`config.mk`:
```
export PLATFORM = sky130hd
export DESIGN_NAME = seq_lock_ctrl
export DESIGN_NICKNAME = d
export VERILOG_FILES = /design/src/rtl/seq_lock_ctrl.sv
export SDC_FILE = /design/constraint.sdc
export NUM_CORES = 1
export LEC_CHECK = 0
export ABC_AREA = 1
export ABC_CLOCK_PERIOD_IN_PS = 2500
export CAP_MARGIN = 20
export CORE_AREA = 2 2 39 41
export CTS_CLUSTER_DIAMETER = 120
export DETAILED_ROUTE_END_ITERATION = 8
export DIE_AREA = 0 0 41 43
export GPL_TIMING_DRIVEN = 0
export PLACE_DENSITY_LB_ADDON = 0.15
export RECOVER_POWER = 25
export SYNTH_ARGS = -nofsm -noshare
export SYNTH_HDL_FRONTEND = slang
export SYNTH_SLANG_ARGS = --single-unit
```
`constraint.sdc`:
```
create_clock -name clk -period 2.5 [get_ports clk]
set_clock_uncertainty 0.15 [all_clocks]
set_input_delay 0.25 -clock clk [delete_from_list [all_inputs] [get_ports clk]]
set_output_delay 0.25 -clock clk [all_outputs]
set_load 0.005 [all_outputs]
```
`src/rtl/seq_lock_ctrl.sv`:
```
`timescale 1ns/1ps
module seq_lock_ctrl #(
  parameter int CODE_W = 2,
  parameter logic [CODE_W-1:0] KEY_A = 2'b01,
  parameter logic [CODE_W-1:0] KEY_B = 2'b11
) (
  input  logic              clk,
  input  logic              aclr,
  input  logic              rst,
  input  logic              enter,
  input  logic [CODE_W-1:0] code,
  output logic              unlock,
  output logic              fault
);
  localparam int ST_W = 3;
  localparam logic [ST_W-1:0] S_IDLE = 3'd0;
  localparam logic [ST_W-1:0] S_ARM  = 3'd1;
  localparam logic [ST_W-1:0] S_OPEN = 3'd2;
  localparam logic [ST_W-1:0] S_ERR  = 3'd3;

  logic [ST_W-1:0] st, st_nx;
  logic hit_a, hit_b;

  assign hit_a = (code == KEY_A);
  assign hit_b = (code == KEY_B);

  always_comb begin
    st_nx = st;
    if (rst) st_nx = S_IDLE;
    else begin
      case (st)
        S_IDLE:  if (enter) st_nx = hit_a ? S_ARM : S_ERR;
        S_ARM:   if (enter) st_nx = hit_b ? S_OPEN : S_ERR;
        S_OPEN:  st_nx = S_OPEN;
        S_ERR:   st_nx = S_ERR;
        default: st_nx = S_ERR;
      endcase
    end
  end

  always_ff @(posedge clk or posedge aclr)
    if (aclr) st <= S_IDLE;
    else      st <= st_nx;

  assign unlock = !rst && ((st == S_OPEN) || (st == S_ARM && enter && hit_b));
  assign fault  = !rst && ((st == S_ERR) || (st[2]) ||
                           (st == S_IDLE && enter && !hit_a) ||
                           (st == S_ARM  && enter && !hit_b));

  p_rst_to_idle_r7: assert property (@(posedge clk) disable iff (aclr)
    rst |=> (st == S_IDLE));
  p_hold_idle_r4: assert property (@(posedge clk) disable iff (aclr)
    (!rst && !enter && !st[2]) |=> $stable(st));
  p_err_sticky_r5: assert property (@(posedge clk) disable iff (aclr)
    (!rst && st == S_ERR) |=> (st == S_ERR));
  p_open_sticky_r8: assert property (@(posedge clk) disable iff (aclr)
    (!rst && st == S_OPEN) |=> (st == S_OPEN));
  p_unlock_to_open_r3: assert property (@(posedge clk) disable iff (aclr)
    unlock |=> (st == S_OPEN));
  p_arm_step_r2: assert property (@(posedge clk) disable iff (aclr)
    (!rst && enter && hit_a && st == S_IDLE) |=> (st == S_ARM));
  p_excl_r9: assert property (@(posedge clk) disable iff (aclr)
    !(unlock && fault));
  p_fault_to_err_r6: assert property (@(posedge clk) disable iff (aclr)
    fault |=> (st == S_ERR));
endmodule

```
==> results.json, run 1 <==
{
  "grt_pass1_vias": 228,
  "worstSetupPathType": "reg -> out",
  "seqPwrFrac_pct": 19.2,
  "reg_top3": "st x2",
  "met2_usage_pct": 11.3,
  "grt_pass1_wl_um": 848,
  "slew_headroom_pct": 88.1,
  "synthCells": 44,
  "critPathLaunchType": "register",
  "largest_reg_flops": 2,
  "wl_um": 511,
  "synth_area_per_cell_um2": 6.11,
  "tns_ns": 0,
  "pwr-share-clk_pct": 21.6,
  "grt.busiest_layer": "met2",
  "dr.pass1.iters": 1,
  "die_h_um": 43,
  "h-tree-depth": 1,
  "layout-drive-gt1-share_pct": 14.8,
  "fmax_mhz": 470,
  "ir_drop_mv": 0.282,
  "reg2regPathDepth": 7,
  "portBuffers": 7,
  "swShare_pct": 42.2,
  "ant_nets": 0,
  "clk_latency_ns": 0.22,
  "clk_pin_slew_ns": 0.03,
  "cts_setup_buffers": 0,
  "initial_core_util_pct": 19.4,
  "fin_util_pct": 27.6,
  "cap_violations": 0,
  "r2r-start": "st[0]",
  "met3_usage_pct": 0,
  "core_um2": 1380,
  "die_w_um": 41,
  "cts_tree": "yes",
  "cts_made_buffers": 3,
  "power_leakage_nw": 0.216,
  "yosysWarnings": 0,
  "p_int_mw": 0.187,
  "dr.first_iter.drc_count": 0,
  "antenna_found_initial": 0,
  "cts_hold_buf": 0,
  "ys_seq_area_share_pct": 18.6,
  "clockBufferDepth": 2,
  "worst_setup_path_end_kind": "output pin",
  "worstPathMaxFanout": 4,
  "io_pins": 8,
  "antenna_cells": 0,
  "grt_start_max_net_pins": 5,
  "critPathRequiredTime_ns": 2.10,
  "ys_seq_elements": 2,
  "layout_commonest_cell": "nand2_1",
  "cts_resized": 0,
  "dp_hpwl_um": 428,
  "die_area_um2": 1760,
  "dr_total_vias": 250,
  "row_count": 14,
  "synth_nets": 55,
  "grt_overflow_total": 0,
  "route.detailed.drc": 0,
  "hold_class": "in -> async",
  "dp_cells": 67,
  "area_growth_pct": 41.9,
  "min_period_over_period_pct": 85.2,
  "crit_arrival_ns": 1.73,
  "cts-root-buf": "clkbuf_4",
  "finalHoldViolations": 0,
  "layout_min_cycle_time_ns": 2.13,
  "nets": 67,
  "design_power_total_mw": 0.324,
  "synthDistinctLibCells": 11,
  "r2r_slack_ns": 1.16,
  "p_sw_mw": 0.136,
  "syn-cell-area_um2": 269,
  "worstSetupStartpoint": "st[0]",
  "worst_pin_slew_ns": 0.179,
  "place.gp.congestion": 0.680,
  "final_cells": 70,
  "wl_per_cell_um": 7.30,
  "combPwrFrac_pct": 59.2,
  "rr_endpoint": "st[0]",
  "setup_viol": 0,
  "regMostFlops": "st",
  "rsz0062_at_grt": "no",
  "outcome": "finished clean",
  "slew_viol_final": 0,
  "met1_usage_pct": 9.00,
  "endpoint": "fault",
  "powerDensity_nw_per_um2": 848,
  "final_cell_mix": "nand2_1 (16), inv_1 (9), clkdlybuf4s50_1 (6), nor2_1 (5), ha_1 (5)",
  "grtUsageTotal_pct": 7.33,
  "vias_per_cell": 3.57,
  "clkSinkCount": 2
}
==> cell type report <==
class,instances,area (um^2)
sequential,2,50.0
tap,16,20.0
clock buffer,3,22.5
inverter,10,37.5
multi-input combinational,32,181
fill,161,1000
timing repair buffer,7,70.1
==> power by group through the flow <==
stage / registers, mW / clock network [mW] / logic (mW)
2_1_floorplan: 0.0592 / 0 / 0.140
3_3_place_gp: 0.0627 / 0 / 0.197
3_5_place_dp: 0.0632 / 0 / 0.198
4_1_cts: 0.0628 / 0.0753 / 0.198
5_1_grt: 0.0660 / 0.0758 / 0.227
6_report: 0.0623 / 0.0699 / 0.191
==> routing by layer <==
layer / wire (um) / up-vias
met4: 0 / 0
met2: 244 / 6
li1: - / 147
met5: 0 / -
met1: 246 / 97
met3: 20 / 0
==> cells by family (layout without fill, tap and decap cells) <==
logic type	after synthesis	after routing	synth area share (%)
and+or+nand+nor	26	26	40.9
buffers and inverters	10	20	14.0
DFF	2	2	18.6
AOI/OAI and AO/OA	1	1	3.26
adders and majority gates	5	5	23.3
==> how the worst min path moves through the flow <==
| stage | startpoint | to | depth (start not counted) |
|---|---|---|---|
| after floorplan | aclr | st[0] | 1 |
| after global placement | aclr | st[1] | 2 |
| after detailed placement | aclr | st[1] | 2 |
| after CTS | aclr | st[1] | 2 |
| after global routing | aclr | st[1] | 2 |
| final | aclr | st[1] | 2 |
==> synthesized netlist by cell type <==
master | n | area [um^2]
nor2_1 | 5 | 18.8
a21oi_2 | 1 | 8.76
nand2_1 | 16 | 60.1
dfrtp_1 | 2 | 50.1
inv_2 | 1 | 3.75
inv_1 | 9 | 33.8
ha_1 | 5 | 62.6
nand2_2 | 1 | 6.26
and2_4 | 1 | 8.76
nand3_1 | 2 | 10.0
nor2_2 | 1 | 6.26
==> worst max-delay path, stage by stage, from the launching register on <==
cell,delay [ns]
dfrtp_1,0.40
inv_1,0.12
ha_1,0.18
nand2_1,0.05
inv_1,0.05
nand2_1,0.04
nand3_1,0.08
nand2_1,0.05
inv_1,0.04
clkdlybuf4s50_1,0.48
==> through the flow <==
stage,setup WS [ns],cell area (um^2),hold slack [ns]
2_1_floorplan,1.14,269,-0.159
3_3_place_gp,0.458,359,0.260
3_5_place_dp,0.474,359,0.257
4_1_cts,0.338,382,0.0179
5_1_grt,0.220,382,0.180
6_report,0.370,382,0.164
(Power assumes the default switching activity.)
==> inputs of run 2 (changes only) <==
--- a/config.mk
+++ b/config.mk
@@ -6,7 +6,7 @@
 export NUM_CORES = 1
 export LEC_CHECK = 0
 export ABC_AREA = 1
-export ABC_CLOCK_PERIOD_IN_PS = 2500
+export ABC_CLOCK_PERIOD_IN_PS = 1900
 export CAP_MARGIN = 20
 export CORE_AREA = 2 2 39 41
 export CTS_CLUSTER_DIAMETER = 120
==> constraint.sdc (replaced) <==
create_clock -name clk -period 1.9 [get_ports clk]
set_clock_uncertainty 0.15 [all_clocks]
set_input_delay 0.19 -clock clk [delete_from_list [all_inputs] [get_ports clk]]
set_output_delay 0.19 -clock clk [all_outputs]
set_load 0.005 [all_outputs]
==> results.json, run 2 (same netlist as run 1, synthesis figures left out) <==
{
  "placed_cell_area_um2": 359,
  "wl_per_cell_um": 7.86,
  "hold_class": "reg -> reg",
  "grt_start_max_net_pins": 5,
  "setup_viol": 0,
  "h-tree-depth": 1,
  "critPathRequiredTime_ns": 1.56,
  "worstSetupStartpoint": "st[0]",
  "layout_min_cycle_time_ns": 1.81,
  "antenna_cells": 0,
  "dr_total_vias": 276,
  "portBuffers": 7,
  "outcome": "finished clean",
  "slew_headroom_pct": 88.1,
  "worst_pin_slew_ns": 0.179,
  "cts-root-buf": "clkbuf_4",
  "met1_usage_pct": 9.32,
  "design_power_total_mw": 0.517,
  "ir_drop_mv": 0.429,
  "dp_hpwl_um": 428,
  "largest_reg_flops": 2,
  "area_growth_pct": 64.7,
  "path_cells": "buf_4 -> ha_1 -> inv_1 -> nand3_1 -> nand2_1 -> inv_1 -> dlygate4sd2_1",
  "path_delay_family": "buffers and inverters",
  "die_h_um": 43,
  "nFillCells": 159,
  "r2r-start": "st[0]",
  "dr.pass1.iters": 1,
  "cts_tree": "yes",
  "min_from": "st[0]",
  "io_pins": 8,
  "min_period_over_period_pct": 95.3,
  "place.gp.congestion": 0.680,
  "finalHoldViolations": 0,
  "wl_um": 597,
  "cap_violations": 0,
  "worst_setup_path_end_kind": "output pin",
  "path_common_cell": "inv_1",
  "vias_per_cell": 3.63,
  "pre_cts_slack_ns": -0.00620,
  "cts_made_buffers": 3,
  "layout-drive-gt1-share_pct": 30.0,
  "clockBufferDepth": 2,
  "final_area_um2": 443,
  "met3_usage_pct": 0,
  "nets": 73,
  "met2_usage_pct": 13.1,
  "fmax_mhz": 552,
  "grt_overflow_total": 0,
  "worstPathBufferInverterCount": 4,
  "initial_core_util_pct": 19.4,
  "critPathLaunchType": "register",
  "holdWs_ns": 0.388,
  "dr.first_iter.drc_count": 0,
  "grtUsageTotal_pct": 8.03,
  "powerDensity_nw_per_um2": 1170,
  "rsz0062_at_grt": "no",
  "core_um2": 1380,
  "ant_nets": 0,
  "route.detailed.drc": 0,
  "power_leakage_nw": 0.249,
  "grt.busiest_layer": "met2",
  "clkSinkCount": 2,
  "worst_slack_ns": 0.0889,
  "final_cell_mix": "nand2_1 (16), inv_1 (7), nor2_1 (5), buf_4 (5), clkdlybuf4s50_1 (4)",
  "worstSetupPathType": "reg -> out",
  "worstPathMaxFanout": 4,
  "grt_pass1_wl_um": 924,
  "regMostFlops": "st",
  "cpMaxStageDelayCell": "dfrtp_2",
  "clk_latency_ns": 0.22,
  "grt_pass1_vias": 248,
  "slew_viol_final": 0,
  "crit_arrival_ns": 1.47,
  "row_count": 14,
  "reg_top3": "st x2",
  "clk_pin_slew_ns": 0.03,
  "layout_commonest_cell": "nand2_1",
  "die_area_um2": 1760,
  "die_w_um": 41,
  "antenna_found_initial": 0,
  "crit_path_max_incr_delay_ns": 0.42
}
[run 2: tightest hold or removal path: stages (launching register included)]
cell     delay [ns]
dfrtp_2        0.38
nand2_1        0.06
nand2_1        0.06
[run 2: final cells by class]
cell class	count	area, um^2	share of cell area [%]
Multi-Input combinational cell	32	196	44.4
Timing Repair Buffer	13	115	26.0
Sequential cell	2	51.3	11.6
Inverter	10	37.5	8.47
Clock buffer	3	22.5	5.08
Tap cell	16	20.0	4.52
[run 2: metrics by stage]
step	TNS [ns]	util (%)	instances
2_1_floorplan	0	-	44
5_1_grt	0	32.0	76
6_report	0	32.0	76
3_5_place_dp	-0.00620	25.9	67
3_3_place_gp	-0.0220	25.9	67
4_1_cts	0	31.5	75
[run 2: path summary, 6_finish.rpt]
path / end / slack, ns / cells after the start
worst max-delay path: fault / 0.09 / 7
worst min-delay path: st[0] / 0.39 / 2
worst max register to register: st[0] / 0.57 / 7
worst min register to register: st[0] / 0.39 / 2
max in group asynchronous: st[0] / 0.83 / 3
min in group asynchronous: st[1] / 0.65 / 3
[run 2: routing by layer]
layer / up-vias / wire [um]
met5: - / 0
met4: 0 / 0
met3: 0 / 20
met2: 6 / 315
met1: 110 / 261
li1: 160 / -
[run 2: what timing repair did]
action                     4_1_cts  5_1_grt
hold buffers                     1        0
pin swaps                        0        0
hold endpoints to repair         2        0
setup buffers                    4        1
gates cloned                     0        0
gates resized for setup          8        0
setup endpoints to repair        2        1
[run 2: where the power goes]
part / internal, mW / switching (mW) / total (mW)
logic: 0.173 / 0.168 / 0.341
registers: 0.0636 / 0.0196 / 0.0832
clock network: 0.0696 / 0.0225 / 0.0920
